<file path="src/rtl/fresp_pkg.sv">
package fresp_pkg;

    localparam int NCLS = 6;

    typedef enum logic [2:0] {
        CLS_SUPPLY  = 3'd0,
        CLS_PUMP    = 3'd1,
        CLS_OVERCUR = 3'd2,
        CLS_GATE    = 3'd3,
        CLS_WDOG    = 3'd4,
        CLS_TEMP    = 3'd5
    } fault_cls_e;

    typedef enum logic [1:0] {
        REC_LEVEL,
        REC_RETRY,
        REC_HOST
    } recov_e;

    typedef struct packed {
        logic dreg;
        logic areg;
        logic pump;
        logic bridge;
    } enables_t;

    // Recovery rule chosen for each fault class
    function automatic recov_e recovery_of(input int cls);
        case (cls)
            int'(CLS_OVERCUR), int'(CLS_GATE): return REC_RETRY;
            int'(CLS_WDOG):                    return REC_HOST;
            default:                           return REC_LEVEL;
        endcase
    endfunction

    // Outputs a class switches off while it holds
    function automatic enables_t kills_of(input int cls);
        enables_t k;
        k = '0;
        k.bridge = 1'b1;
        if (cls == int'(CLS_SUPPLY) || cls == int'(CLS_TEMP)) begin
            k.pump = 1'b1;
            k.areg = 1'b1;
        end
        return k;
    endfunction

endpackage

</file>
<file path="src/rtl/fresp_retry.sv">
module fresp_retry #(
    parameter int RETRY_CYCLES = 16
) (
    input  logic clk,
    input  logic rst,
    input  logic flag,
    output logic hold
);
    localparam int CW = (RETRY_CYCLES > 2) ? $clog2(RETRY_CYCLES) : 1;
    localparam logic [CW-1:0] LAST = CW'(RETRY_CYCLES - 1);

    logic          hold_q;
    logic [CW-1:0] cnt_q;

    always_ff @(posedge clk) begin
        if (rst) begin
            hold_q <= 1'b0;
            cnt_q  <= '0;
        end else if (!hold_q) begin
            if (flag) begin
                hold_q <= 1'b1;
                cnt_q  <= '0;
            end
        end else if (cnt_q == LAST) begin
            if (flag) cnt_q  <= '0;
            else      hold_q <= 1'b0;
        end else begin
            cnt_q <= cnt_q + 1'b1;
        end
    end

    assign hold = hold_q;

    // a hold never ends early and never ends while the flag is high
    p_no_early_release_r3: assert property (@(posedge clk) disable iff (rst)
        $fell(hold_q) |-> ($past(cnt_q) == LAST && !$past(flag)));
    p_restart_r4: assert property (@(posedge clk) disable iff (rst)
        (hold_q && cnt_q == LAST && flag) |=> (hold_q && cnt_q == '0));

endmodule

</file>
<file path="src/rtl/fresp_hostclr.sv">
module fresp_hostclr (
    input  logic clk,
    input  logic rst,
    input  logic flag,
    input  logic clear_req,
    output logic hold
);
    logic hold_q;

    always_ff @(posedge clk) begin
        if (rst)                     hold_q <= 1'b0;
        else if (clear_req && !flag) hold_q <= 1'b0;
        else if (flag)               hold_q <= 1'b1;
    end

    assign hold = hold_q;

    // only a host clear releases the latched hold
    p_latched_r5: assert property (@(posedge clk) disable iff (rst)
        (hold_q && !clear_req) |=> hold_q);
    p_clear_needs_low_r5: assert property (@(posedge clk) disable iff (rst)
        flag |=> hold_q);

endmodule

</file>
<file path="src/rtl/fresp_status.sv">
module fresp_status #(
    parameter int N = 6
) (
    input  logic         clk,
    input  logic         rst,
    input  logic [N-1:0] cond,
    input  logic         clear_req,
    output logic [N-1:0] stat
);
    logic [N-1:0] stat_q;

    always_ff @(posedge clk) begin
        if (rst) stat_q <= '0;
        else     stat_q <= cond | (stat_q & ~{N{clear_req}});
    end

    assign stat = stat_q;

    for (genvar i = 0; i < N; i++) begin : g_chk
        p_sticky_r9: assert property (@(posedge clk) disable iff (rst)
            (stat_q[i] && !clear_req) |=> stat_q[i]);
        p_sets_r9: assert property (@(posedge clk) disable iff (rst)
            cond[i] |=> stat_q[i]);
    end

endmodule

</file>
<file path="src/rtl/fault_response_ctrl.sv">
module fault_response_ctrl
    import fresp_pkg::*;
#(
    parameter int RETRY_CYCLES = 16
) (
    input  logic            clk,
    input  logic            rst,
    input  logic            supply_uv,
    input  logic            pump_uv,
    input  logic            fet_ovl,
    input  logic            shunt_ovl,
    input  logic            gate_flt,
    input  logic            wd_expire,
    input  logic            temp_hi,
    input  logic            clear_req,
    output logic            bridge_en,
    output logic            pump_en,
    output logic            areg_en,
    output logic            dreg_en,
    output logic            fault_n,
    output logic [NCLS-1:0] status
);
    logic [NCLS-1:0] cond;
    logic [NCLS-1:0] hold;
    enables_t        en;

    assign cond[CLS_SUPPLY]  = supply_uv;
    assign cond[CLS_PUMP]    = pump_uv;
    assign cond[CLS_OVERCUR] = fet_ovl | shunt_ovl;
    assign cond[CLS_GATE]    = gate_flt;
    assign cond[CLS_WDOG]    = wd_expire;
    assign cond[CLS_TEMP]    = temp_hi;

    for (genvar c = 0; c < NCLS; c++) begin : g_cls
        if (recovery_of(c) == REC_LEVEL) begin : g_level
            always_ff @(posedge clk) begin
                if (rst) hold[c] <= 1'b0;
                else     hold[c] <= cond[c];
            end
        end else if (recovery_of(c) == REC_RETRY) begin : g_retry
            fresp_retry #(.RETRY_CYCLES(RETRY_CYCLES)) u_retry (
                .clk  (clk),
                .rst  (rst),
                .flag (cond[c]),
                .hold (hold[c])
            );
        end else begin : g_host
            fresp_hostclr u_host (
                .clk       (clk),
                .rst       (rst),
                .flag      (cond[c]),
                .clear_req (clear_req),
                .hold      (hold[c])
            );
        end
    end

    // Each enable is the AND of the permissions of all classes
    always_comb begin
        en = '1;
        for (int c = 0; c < NCLS; c++) begin
            if (hold[c]) en = en & ~kills_of(c);
        end
    end

    fresp_status #(.N(NCLS)) u_status (
        .clk       (clk),
        .rst       (rst),
        .cond      (cond),
        .clear_req (clear_req),
        .stat      (status)
    );

    assign bridge_en = en.bridge;
    assign pump_en   = en.pump;
    assign areg_en   = en.areg;
    assign dreg_en   = en.dreg;
    assign fault_n   = ~|hold;

    p_supply_cut_r1: assert property (@(posedge clk) disable iff (rst)
        supply_uv |=> (!bridge_en && !pump_en && !areg_en));
    p_pump_only_r2: assert property (@(posedge clk) disable iff (rst)
        (pump_uv && !supply_uv && !temp_hi) |=> (!bridge_en && pump_en && areg_en));
    p_temp_cut_r6: assert property (@(posedge clk) disable iff (rst)
        temp_hi |=> (!bridge_en && !pump_en && !areg_en));
    p_any_fault_r10: assert property (@(posedge clk) disable iff (rst)
        (|cond) |=> !fault_n);

endmodule

</file>
<file path="config.mk">
export PLATFORM = sky130hd
export DESIGN_NAME = fault_response_ctrl
export DESIGN_NICKNAME = d
export VERILOG_FILES = /design/src/rtl/fresp_pkg.sv /design/src/rtl/fresp_retry.sv /design/src/rtl/fresp_hostclr.sv /design/src/rtl/fresp_status.sv /design/src/rtl/fault_response_ctrl.sv
export SDC_FILE = /design/constraint.sdc
export NUM_CORES = 1
export LEC_CHECK = 0
export ABC_AREA = 1
export ABC_CLOCK_PERIOD_IN_PS = 1300
export BUFFER_PORTS_ARGS = -buffer_cell sky130_fd_sc_hd__buf_2
export CAP_MARGIN = 30
export CORE_MARGIN = 2
export CORE_UTILIZATION = 51
export CTS_CLUSTER_SIZE = 12
export DETAILED_ROUTE_END_ITERATION = 7
export GPL_TIMING_DRIVEN = 0
export PLACE_DENSITY_LB_ADDON = 0.1
export REMOVE_ABC_BUFFERS = 1
export SLEW_MARGIN = 20
export SYNTH_ARGS = -nofsm -noshare
export SYNTH_HDL_FRONTEND = slang
export SYNTH_HIERARCHICAL = 1
export SYNTH_SLANG_ARGS = --single-unit
</file>
<file path="constraint.sdc">
create_clock -name clk -period 1.3 [get_ports clk]
set_clock_uncertainty 0.1 [all_clocks]
set_input_delay 0.065 -clock clk [delete_from_list [all_inputs] [get_ports clk]]
set_output_delay 0.065 -clock clk [all_outputs]
set_load 0.02 [all_outputs]
</file>
After elaboration in Yosys (flattened, before gate mapping). Index checks and enable logic that the tools add are counted.

Word-level logic and storage cells: 45. Output and inout bits: 11. Flip-flop bits (word level): 20.

Bitwise logic cells: 7. Equal/unequal tests: 2. Add/subtract/negate cells: 2. Reductions and logical operators: 5. Muxes and demuxes: 20.

Operator list (number): two-way mux 4 bit (8); two-way mux 1 bit (10); adder 4 x 1 -> 4 bit, second input constant (2); equality test 4 bit, second input constant (2); NOT 3 -> 4 bit (2); bitwise AND 6 bit (1); NOT 6 bit (1); OR 6 bit (1); OR reduction 6 bit (1); bitwise AND 4 bit (1); two-way mux 2 bit (2); logical NOT 1 bit (2); OR reduction 2 bit (1); logical AND 1 bit (1); OR 1 bit (1).

Logic depth before layout (Yosys ltp). Gate-level depths: netlist of run 1.

Word-level depth: 9. Gate-level depth with buffers: 6. Depth with buffers taken out: 6.

Modules after synthesis. Netlist of run 1, hierarchy kept.

By module, submodules not included: fresp_retry (sequential area each 100.1 µm², times used 2, cells each 36, area each 260.2 µm²); fresp_status (sequential area each 120.1 µm², times used 1, cells each 25, area each 198.9 µm²); fault_response_ctrl (sequential area each 60.1 µm², times used 1, cells each 20, area each 136.4 µm²); fresp_hostclr (sequential area each 20.0 µm², times used 1, cells each 7, area each 45.0 µm²).

Least setup slack after synthesis of run 1. OpenSTA, ideal clock, no wires.

Kind: register -> register. Start point: reg g_cls[3].g_retry.u_retry.cnt_q[1]. End point: reg g_cls[3].g_retry.u_retry.cnt_q[0]. Clock period less this slack: 1.074 ns. Slack: 0.226 ns. Library setup time: 0.114 ns. Arrival time: 0.860 ns. Cell stages (with the launch flop): 7. Path buffers: 0. Cell sequence: dfxtp_1 > ha_1 > nand3_2 > nand2_2 > nand2_1 > nand2_1 > nor2_1.

Word-level cells in the longest chain between the ends: 3.

RTL lines: start, declared (line fresp_retry.sv:13) `logic [CW-1:0] cnt_q;`; start signal, assigned (line fresp_retry.sv:28) `cnt_q <= cnt_q + 1'b1;`; equality test 4 bit (line fresp_retry.sv:24) `end else if (cnt_q == LAST) begin`; two-way mux 4 bit (line fresp_retry.sv:24); two-way mux 4 bit (line fresp_retry.sv:19) `end else if (!hold_q) begin`.

No other way between the ends. A chain may end at the register's enable or synchronous reset.

Final worst setup path of run 1.
Start point: reg, netlist name g_cls[4].g_host.u_host/hold. End point: out bridge_en.

Word-level cells in the longest chain between the ends: 3.

RTL lines: two-way mux 1 bit * (line fault_response_ctrl.sv:62) `if (hold[c]) en = en & ~kills_of(c);`; bitwise AND 4 bit (line fault_response_ctrl.sv:62); two-way mux 4 bit * (line fault_response_ctrl.sv:62); end, declared (line fault_response_ctrl.sv:16) `output logic bridge_en,`.

Mark *: on every way between the ends. The rest lies on a longest branch, timed or not.

==> results of run 1 <==
==> what timing repair did <==
item                                    4_1_cts  5_1_grt
setup buffers                                 0        2
endpoints found under the hold margin        10        0
endpoints found under the setup margin        1        2
pin swaps                                     0        4
cloned                                        0        0
gates resized for setup                       1        6
hold buffers                                  6        0
==> synth_stat cells <==
cell,instances,share of area [%]
buf_4,2,1.7
dfxtp_1,20,44
o21ai_0,2,1.1
nand2_1,27,11
nor3_1,2,1.1
nand3_1,6,3.3
a21oi_2,4,3.9
a21oi_1,12,6.7
or2_1,1,0.69
nor2_2,1,0.69
nand3_2,4,4.4
ha_1,2,2.8
conb_1,1,0.42
nand2_2,2,1.4
nor2_1,17,7.1
or2_2,1,0.69
inv_2,1,0.42
inv_1,19,7.9
==> power breakdown <==
part	leakage [nW]	switching, W	internal [W]
combinational	0.383	0.000120	0.0000845
clock	0.0210	0.000191	0.000171
sequential	0.167	0.0000239	0.000649
==> routing by layer <==
layer  track usage [%]  wire [µm]  up-vias
met5                 0          0        -
li1                  -          -      440
met3              4.76         43        2
met2              30.8        898        9
met4              8.57         12        0
met1              22.6        814      369
==> worst max-delay path, cell delays in order (launching register included) <==
cell and delay (ps):
dfxtp_2 340, or2_1 230, nor2_1 90, buf_4 150
==> stage by stage <==
step	utilization (%)	setup slack, ps
3_3_place_gp	59.3	162
5_1_grt	66.7	-14.4
4_1_cts	65.2	6.38
3_5_place_dp	59.3	130
2_1_floorplan	-	226
6_report	66.7	32.8
==> how the worst max path moves through the flow <==
| stage | cells after the start | endpoint | startpoint |
|---|---|---|---|
| floorplan | 6 | g_cls[3].g_retry.u_retry/cnt_q[0]$_SDFF_PP0_ | g_cls[3].g_retry.u_retry/cnt_q[1]$_SDFF_PP0_ |
| global placement | 6 | g_cls[2].g_retry.u_retry/cnt_q[0]$_SDFF_PP0_ | g_cls[2].g_retry.u_retry/cnt_q[1]$_SDFF_PP0_ |
| global route | 3 | fault_n | g_cls[4].g_host.u_host/hold$_SDFFE_PP0P_ |
| detailed placement | 6 | g_cls[2].g_retry.u_retry/cnt_q[0]$_SDFF_PP0_ | g_cls[2].g_retry.u_retry/cnt_q[1]$_SDFF_PP0_ |
| CTS | 3 | bridge_en | g_cls[4].g_host.u_host/hold$_SDFFE_PP0P_ |
| finish | 3 | bridge_en | g_cls[4].g_host.u_host/hold$_SDFFE_PP0P_ |
==> kinds of logic after synthesis <==
family          synth area share, %
simple gates                   30.7
fa+ha+maj                      2.78
flops                          44.4
other cells                   0.416
buf+inv                        10.0
compound gates                 11.7
==> registers in the layout, summed over array words and instances (netlist names) <==
name	count
g_cls.g_host.u_host/hold	1
u_status/stat	6
g_cls.g_retry.u_retry/hold	2
hold	3
g_cls.g_retry.u_retry/cnt_q	8
==> final cells by class <==
cell class	instances	area share, %
clock buffers	4	3.22
inverters	20	6.66
multi-input cells	82	36.4
flip-flops and latches	20	36.3
well taps	17	1.89
repair buffers	27	15.5
==> impl_results.md, run 1 <==
- Slew Viols, Final: 0
- Worst endpoint required time: 1130 ps
- Setup TNS: 0 ps
- Area of the multi-input gates: 410 µm²
- CP arrival: 1100 ps
- DP Area: 1000 µm²
- Post-DP HPWL: 1220 µm
- Gp weighted congestion: 0.812
- #FFs+latches synth: 20
- Sink Count: 20
- Worst Setup End Kind: output pin
- LEAKAGE: 0.571 nW
- Final std cells w/o fill: 170
- Peak supply drop: 0.000742 V
- Netlist area before placement: 901 µm²
- Most frequent cells in the layout: nand2_1, inv_1, nor2_1, dfxtp_1, buf_2
- DIE HEIGHT: 46.0 µm
- Core region area: 1690 µm²
- RSZ-0062 raised after global routing: yes
- Depth of the CTS H-tree: 1
- Iteration-0 DRC count of the detailed router: 10
- Final Instance Area: 1130 µm²
- Fin crit period: 1270 ps
- CTS Buf Count: 3
- Register Area: 409 µm²
- I/O Pins: 21
- HP Class: in -> reg
- Placed cell count: 158
- Synthesized area per cell: 7.27 µm²
- Starting Density: 53.3%
- Layout cells sized above 1: 26.8%
- Cells after Synth: 124
- Reg2reg end: g_cls[3].g_retry.u_retry/cnt_q[0]$_SDFF_PP0_
- Number of I/O port buffers: 19
- Total GRT Usage: 18.7%
- Critical R2R Launch: g_cls[3].g_retry.u_retry/cnt_q[1]$_SDFF_PP0_
- Synth unique cells: 18
- Fmax: 789 MHz
- Status: complete, no violations
- Syn. warnings: 6
- Period utilisation layout: 97.5%
- Hold Violations, Final: 0
- Row cnt: 15
- DRT antenna net count: 0
- Min-delay src: rst
- Final wirelength: 1770 µm
- CP Max Fanout: 2
- Nets: 166
- Clock-pin slew on the worst setup and hold paths: 110 ps
- Max_cap viols: 0
- Vias in the first global route: 748
- CP Class: reg -> out
- Later-pin clock latency in the skew report: 300 ps
- CTS tree: yes
- # fillers: 156
- First-pass GRT wire length: 2850 µm
- WL per Instance: 10.4 µm
- Die area: 2120 µm²
- Tot Pwr: 0.00124 W
- Pwr dens: 1100 nW/µm²
- Most common cell after layout, fill and taps aside: nand2_1
- Final hold slack: 16.2 ps
- Drt via density: 4.82
- CTS Root Cell: clkbuf_4
- Die width: 46.0 µm
- CTS Buffer Depth: 2
- Grt ovf: 0
- Initial antenna violation count: 0
- Largest net degree at the start of global routing: 17
- Via Count: 820
- Drt drc: 0
- Reg2Reg Depth: 6
- R2R Setup Slk: 130 ps
- Sequential-to-total area share from yosys stat: 44.4%
- Antenna cell count: 0
- CP startpoint kind: register
- Finish-stage setup viols: 0
- Worst hold stages: 2
- First drt pass iteration count: 5
- Layout area overhead: 25.1%
- Hold Path End: hold[5]$_SDFF_PP0_
(Power assumes the default switching activity.)
==> inputs of run 2 (changes only) <==
--- a/config.mk
+++ b/config.mk
@@ -19,5 +19,4 @@
 export SLEW_MARGIN = 20
 export SYNTH_ARGS = -nofsm -noshare
 export SYNTH_HDL_FRONTEND = slang
-export SYNTH_HIERARCHICAL = 1
 export SYNTH_SLANG_ARGS = --single-unit
==> run 2 against run 1 <==
The flow now finishes with violations (setup timing). Clock power about the same. Count of clock-buffer cells in the layout unchanged. Via count increased by 2.8%. Worst setup slack got worse by 83 ps. Non-clock buffer count decreased by 1. Maximum frequency decreased by 6.2%. Hold slack got worse by 2.0 ps. Sequential cell count unchanged. Global-route usage decreased by 0.57 points. Largest power group unchanged. Highest routed layer unchanged.
==> impl_results.md, run 2 <==
- Share of the synthesized area in the top cell type: 43.5% (-0.97 points)
- Synthesized area per cell: 7.19 µm² (-0.97%)
- GRT busiest layer: met2
- DP Area: 1010 µm² (+0.87%)
- HP Class: in -> reg
- Iteration-0 DRC count of the detailed router: 16 (+6)
- Number of I/O port buffers: 19 (unchanged)
- CTS Root Cell: clkbuf_4
- Cells after Synth: 128 (+3.2%)
- Max_cap viols: 0 (unchanged)
- Final wirelength: 1650 µm (-6.6%)
- DRT antenna net count: 0 (unchanged)
- Slowest cell on the critical path: dfxtp_2
- # fillers: 146 (-6.4%)
- First-pass GRT wire length: 2850 µm (unchanged)
- I/O Pins: 21 (unchanged)
- Nets: 166 (unchanged)
- Met2 global-route usage: 28.3% (-2.5 points)
- LEAKAGE: 0.552 nW (-3.3%)
- CTS Buf Count: 3 (unchanged)
- Cell with the most instances after synthesis: nand2_1
- Core region area: 1710 µm² (+1.1%)
- Peak supply drop: 0.000620 V (-17%)
- Finish-stage setup viols: 2 (+2)
- Later-pin clock latency in the skew report: 300 ps (about the same)
- Drt drc: 0 (unchanged)
- Grt ovf: 0 (unchanged)
- Reg2reg end: g_cls[3].g_retry.u_retry.cnt_q[0]$_SDFF_PP0_
- Largest cells by area after synthesis: dfxtp_1, nand2_1, inv_1
- Number of flops mapped to enable cells by yosys: 0 (unchanged)
- #FFs+latches synth: 20 (unchanged)
- Final Instance Area: 1140 µm² (+1.6%)
- Sequential-to-total area share from yosys stat: 43.5% (-0.97 points)
- CP startpoint kind: register
- Ys flop type: dfxtp_1
- RSZ-0062 raised after global routing: yes
- Syn. warnings: 0 (-6)
- Fmax: 741 MHz (-6.2%)
- CTS tree: yes
- Sink Count: 20 (unchanged)
- Area leader, netlist: dfxtp_1
- Largest stage delay on the critical path: 390 ps (+50 ps)
- Die area: 2160 µm² (+2.0%)
- Layout area overhead: 24.3%
- Initial antenna violation count: 0 (unchanged)
- Post-placement setup slack: 72.9 ps (-56.7 ps)
- Failing checks: setup timing
- Pwr dens: 1090 nW/µm² (-1.0%)
- Slew Viols, Final: 0 (unchanged)
- Hold Violations, Final: 0 (unchanged)
- Starting Density: 53.9% (+0.59 points)
- Synth unique cells: 19 (+1)
- Clock-pin slew on the worst setup and hold paths: 110 ps (about the same)
- Post-DP HPWL: 1130 µm (-7.6%)
- Synth top cells by count: nand2_1, dfxtp_1, inv_1
- Reg2Reg Depth: 5 (-1)
- CP Max Fanout: 8 (+6)
- CTS Buffer Depth: 2 (unchanged)
- Largest net degree at the start of global routing: 17 (unchanged)
- Largest register FFs: 8 (unchanged)
- First drt pass iteration count: 4 (-1)
- Top reg by flops: g_cls.g_retry.u_retry.cnt_q
- Depth of the CTS H-tree: 1 (unchanged)
- Status: complete, but fails checks
- Critical R2R Launch: g_cls[3].g_retry.u_retry.cnt_q[1]$_SDFF_PP0_
- Period utilisation layout: 104% (+6.4 points)
- CP arrival: 1190 ps (+90 ps)
- Vias in the first global route: 707 (-5.5%)
- Met1 usage: 24.6% (+2.0 points)
- WL per Instance: 9.29 µm (-11%)
- Fin crit period: 1350 ps (+83.2 ps)
- Critical Path Sink: fault_n
- CP Launch Point: g_cls[2].g_retry.u_retry.hold$_SDFF_PP0_
- Setup ws final: -50.4 ps (-83.2 ps)
- M3 GR Usage: 2.35% (-2.4 points)
- Most common cell after layout, fill and taps aside: nand2_1
- Most frequent cells in the layout: nand2_1, buf_2, inv_1, nor2_1, dfxtp_1
- Row cnt: 15 (unchanged)
- Cell Chain, Critical Path: nor4_2, buf_2
- Via Count: 843 (+2.8%)
- Gp weighted congestion: 0.779 (-4.1%)
- Async SR Flop Fraction: 0% (unchanged)
- DIE HEIGHT: 46.5 µm (+1.0%)
- Die width: 46.5 µm (+1.0%)
- Worst Setup End Kind: output pin
- Total GRT Usage: 18.2% (-0.57 points)
- CP Class: reg -> out
- R2R Setup Slk: 110 ps (-20 ps)
- Antenna cell count: 0 (unchanged)
- Worst endpoint required time: 1130 ps (about the same)
- Layout cells sized above 1: 30.7% (+3.9 points)
- Netlist area before placement: 921 µm² (+2.2%)
- Drt via density: 4.74 (-1.8%)
run 2: cell types whose count changed after synthesis, sizes merged, moves of 2 or more:
| cell | delta |
|---|---|
| buf | +2 |
| nand2 | +3 |
| nand3 | +2 |
| nand4 | +2 |
| nor2 | -3 |
| nor3 | -2 |
| nor4 | +2 |
| o21ai | -2 |
run 2: timing repair:
item,4_1_cts,5_1_grt
endpoints found under the hold margin,12,0
setup buffers,2,0
hold buffers,5,0
setup endpoints to repair,2,8
gates resized for setup,8,8
pin swaps,2,2
run 2: kinds of logic (layout without fill, tap and decap cells):
kind of cell               count (synthesis)  after routing  share of synthesized area, %
AOI/OAI and AO/OA                         15             15                          9.38
xor gates and xnor gates                   1              1                         0.951
adders and majority gates                  2              2                          2.72
buffers and inverters                     25             50                          12.1
DFF                                       20             20                          43.5
other                                      1              1                         0.407
and+or+nand+nor                           64             64                          31.0
run 2: area by class of cell:
type / count / area [µm²] / share of cell area (%)
Inverter: 20 / 75.1 / 6.56
Sequential cell: 20 / 408 / 35.6
Multi-Input combinational cell: 83 / 432 / 37.7
Tap cell: 25 / 31.3 / 2.73
Clock buffer: 4 / 36.3 / 3.17
Timing Repair Buffer: 26 / 163 / 14.2
run 2: layer usage:
layer / up-vias / share of wire [%]
met5: - / 0
met4: 0 / 0.79
met3: 2 / 3.9
met2: 16 / 48
met1: 378 / 48
li1: 447 / -
run 2: power breakdown:
part,switching (W),internal [W]
logic,0.000116,0.0000832
registers,0.0000322,0.000653
clock network,0.000191,0.000171
total,0.000339,0.000907
run 2: worst min-delay path by stage:
stage / start / slack, ps / cells after the start / to
CTS: clear_req / 10 / 4 / u_status.stat[0]$_SDFF_PP0_
detailed placement: supply_uv / 190 / 3 / hold[0]$_SDFF_PP0_
global route: rst / 20 / 2 / g_cls[2].g_retry.u_retry.cnt_q[1]$_SDFF_PP0_
floorplan: rst / 30 / 1 / g_cls[2].g_retry.u_retry.cnt_q[1]$_SDFF_PP0_
finish: clear_req / 10 / 4 / u_status.stat[0]$_SDFF_PP0_
global placement: supply_uv / 180 / 3 / hold[0]$_SDFF_PP0_
run 2: per-stage QoR:
| stage | instances | total power [W] | TNS (ps) | utilization, % | hold slack [ps] |
|---|---|---|---|---|---|
| after global routing | 178 | 0.00131 | -207 | 67.0 | 21.8 |
| after global placement | 167 | 0.000862 | 0 | 59.2 | 176 |
| after floorplan | 123 | 0.000807 | 0 | - | 27.4 |
| final | 178 | 0.00125 | -66.3 | 67.0 | 14.3 |
| after CTS | 178 | 0.00124 | -109 | 66.0 | 12.0 |
| after detailed placement | 167 | 0.000866 | 0 | 59.2 | 187 |
run 2: critical path: cells and delay by family, from the launching register on:
family	cells	cell delay, ps
flip-flops	1	390
buffers and inverters	1	210
AND/OR/NAND/NOR	1	290
==> inputs of run 3 (changes only) <==
--- a/config.mk
+++ b/config.mk
@@ -9,8 +9,10 @@
 export ABC_CLOCK_PERIOD_IN_PS = 1300
 export BUFFER_PORTS_ARGS = -buffer_cell sky130_fd_sc_hd__buf_2
 export CAP_MARGIN = 30
+export CELL_PAD_IN_SITES_DETAIL_PLACEMENT = 0
+export CELL_PAD_IN_SITES_GLOBAL_PLACEMENT = 1
 export CORE_MARGIN = 2
-export CORE_UTILIZATION = 51
+export CORE_UTILIZATION = 36
 export CTS_CLUSTER_SIZE = 12
 export DETAILED_ROUTE_END_ITERATION = 7
 export GPL_TIMING_DRIVEN = 0
==> run 3 against run 2 <==
The run still ends with setup timing left. Combinational power increased by 15%. Die area rose by 38%. Maximum frequency is 0.53% higher. Worst setup slack better by 7.1 ps. Sequential power about the same. Hold slack better by 7.5 ps. Utilization shrank 17 points. Sequential share of layout area fell by 2.0 points. First-iteration DRC count decreased by 56%. Critical endpoint is now bridge_en.
==> impl_results.md, run 3 (synthesized netlist as in run 2, its figures left out) <==
- Later-pin clock latency in the skew report: 300 ps (about the same)
- # fillers: 251 (+72%)
- Most frequent cells in the layout: nand2_1, inv_1, buf_2, nor2_1
- Core region area: 2450 µm² (+44%)
- LEAKAGE: 0.581 nW (+5.2%)
- Depth of the CTS H-tree: 1 (unchanged)
- Largest register FFs: 8 (unchanged)
- First-pass GRT wire length: 3150 µm (+11%)
- Vias in the first global route: 725 (+2.5%)
- Setup ws final: -43.3 ps (+7.09 ps)
- CP top delay family: flip-flops
- Cell Chain, Critical Path: inv_2, nand2_4, nor4_4, buf_4
- First drt pass iteration count: 2 (-2)
- Layout area overhead: 33.4%
- Die width: 54.6 µm (+17%)
- I/O Pins: 21 (unchanged)
- Hold Violations, Final: 0 (unchanged)
- CP arrival: 1180 ps (about the same)
- CP startpoint kind: register
- Max_cap viols: 0 (unchanged)
- Via Count: 845 (+0.24%)
- Peak supply drop: 0.000702 V (+13%)
- Fmax: 744 MHz (+0.53%)
- Clock-pin slew on the worst setup and hold paths: 110 ps (about the same)
- Buf/Inv on CP: 2 (+1)
- Largest net degree at the start of global routing: 12 (-5)
- Initial antenna violation count: 0 (unchanged)
- CTS tree: yes
- Sink Count: 20 (unchanged)
- CTS Root Cell: clkbuf_4
- Top layer in use: met4
- Pwr dens: 1040 nW/µm² (-4.2%)
- WL per Instance: 10.9 µm (+18%)
- Finish-stage setup viols: 2 (unchanged)
- Grt ovf: 0 (unchanged)
- Final wirelength: 2060 µm (+24%)
- Die area: 2980 µm² (+38%)
- Failing checks: setup timing
- Post-Route M1 WL: 964 µm (+22%)
- CTS Buffer Depth: 2 (unchanged)
- Nets: 171 (+3.0%)
- HP Class: in -> reg
- Fin crit period: 1340 ps (-7.09 ps)
- Total GRT Usage: 15.4% (-2.8 points)
- Wire length on met2: 1010 µm (+28%)
- Top reg by flops: g_cls.g_retry.u_retry.cnt_q
- Drt drc: 0 (unchanged)
- DIE HEIGHT: 54.6 µm (+17%)
- Slew Viols, Final: 0 (unchanged)
- Final Instance Area: 1230 µm² (+7.3%)
- CP Max Fanout: 3 (-5)
- Post-DP HPWL: 1300 µm (+15%)
- Period utilisation layout: 103% (-0.55 points)
- RSZ-0062 raised after global routing: yes
- Post-placement setup slack: 57.1 ps (-15.9 ps)
- WL met3: 48 µm (-25%)
- Drt via density: 4.49 (-5.1%)
- Worst endpoint required time: 1130 ps (about the same)
- Layout cells sized above 1: 31.6% (+0.93 points)
- Antenna cell count: 0 (unchanged)
- Iteration-0 DRC count of the detailed router: 7 (-9)
- Status: complete, but fails checks
- Gp weighted congestion: 0.728 (-6.5%)
- Worst Setup End Kind: output pin
- CP Class: reg -> out
- DP Area: 1020 µm² (+0.62%)
- Starting Density: 37.5% (-16 points)
- Row cnt: 18 (+3)
- CTS Buf Count: 3 (unchanged)
- Fin util: 50.1% (-17 points)
- DRT antenna net count: 0 (unchanged)
- Largest stage delay on the critical path: 340 ps (-50 ps)
- Number of I/O port buffers: 19 (unchanged)
- Slowest cell on the critical path: dfxtp_2
- Most common cell after layout, fill and taps aside: nand2_1
==> run 3: cell types whose count changed in the layout (fill, tap and decap cells not counted), moves of 2 or more <==
cell / before / now
dfxtp_1: 14 / 12
buf_4: 3 / 5
nor4_4: 0 / 2
nor4_2: 2 / 0
dlygate4sd3_1: 5 / 9
==> run 3: layer usage <==
| metal | GRT usage, % | vias up |
|---|---|---|
| met5 | 0 | - |
| met1 | 19.6 | 372 |
| met2 | 23.9 | 11 |
| met4 | 7.50 | 0 |
| met3 | 4.10 | 5 |
| li1 | - | 457 |
==> run 3: path summary, 6_finish.rpt <==
check,start,endpoint,slack (ps),cells past startpoint
max reg2reg,g_cls[2].g_retry.u_retry.cnt_q[0]$_SDFF_PP0_,g_cls[2].g_retry.u_retry.cnt_q[0]$_SDFF_PP0_,90,6
min,clear_req,u_status.stat[5]$_SDFF_PP0_,20,4
min reg2reg,u_status.stat[1]$_SDFF_PP0_,u_status.stat[1]$_SDFF_PP0_,370,2
max,hold[0]$_SDFF_PP0_,bridge_en,-40,4
==> run 3: layout make-up <==
| cell class | instances | area [µm²] | share of cell area, % |
|---|---|---|---|
| clock buffers | 4 | 36.3 | 2.95 |
| repair buffers | 31 | 213 | 17.3 |
| inverters | 20 | 75.1 | 6.11 |
| multi-input cells | 83 | 454 | 37.0 |
| flip-flops and latches | 20 | 413 | 33.6 |
| well taps | 30 | 37.5 | 3.05 |
==> run 3: through the flow <==
step / TNS (ps) / cells / power, W / hold slack (ps)
2_1_floorplan: 0 / 123 / 0.000807 / 27.4
3_3_place_gp: 0 / 172 / 0.000866 / 180
3_5_place_dp: 0 / 172 / 0.000870 / 191
4_1_cts: -149 / 187 / 0.00128 / 7.84
5_1_grt: -196 / 188 / 0.00136 / 17.4
6_report: -64.1 / 188 / 0.00128 / 21.8
==> run 3: worst register-to-register path, cell delays in order (launching register included) <==
cell	delay, ps
dfxtp_1	400
ha_2	230
nand3_2	120
nand2_2	120
nand2_1	50
nand2_1	50
nor2_1	40
==> run 3: where the power goes <==
group	switching [W]	total (W)	internal (W)
registers	0.0000325	0.000685	0.000652
logic	0.000130	0.000229	0.0000985
clock network	0.000196	0.000367	0.000171
==> run 3: repair_timing <==
| item | in CTS | in global routing |
|---|---|---|
| buffers inserted | 2 | 1 |
| pin swaps | 3 | 3 |
| hold endpoints to repair | 13 | 0 |
| resized for setup | 6 | 17 |
| hold buffers | 9 | 0 |
| setup endpoints to repair | 2 | 9 |
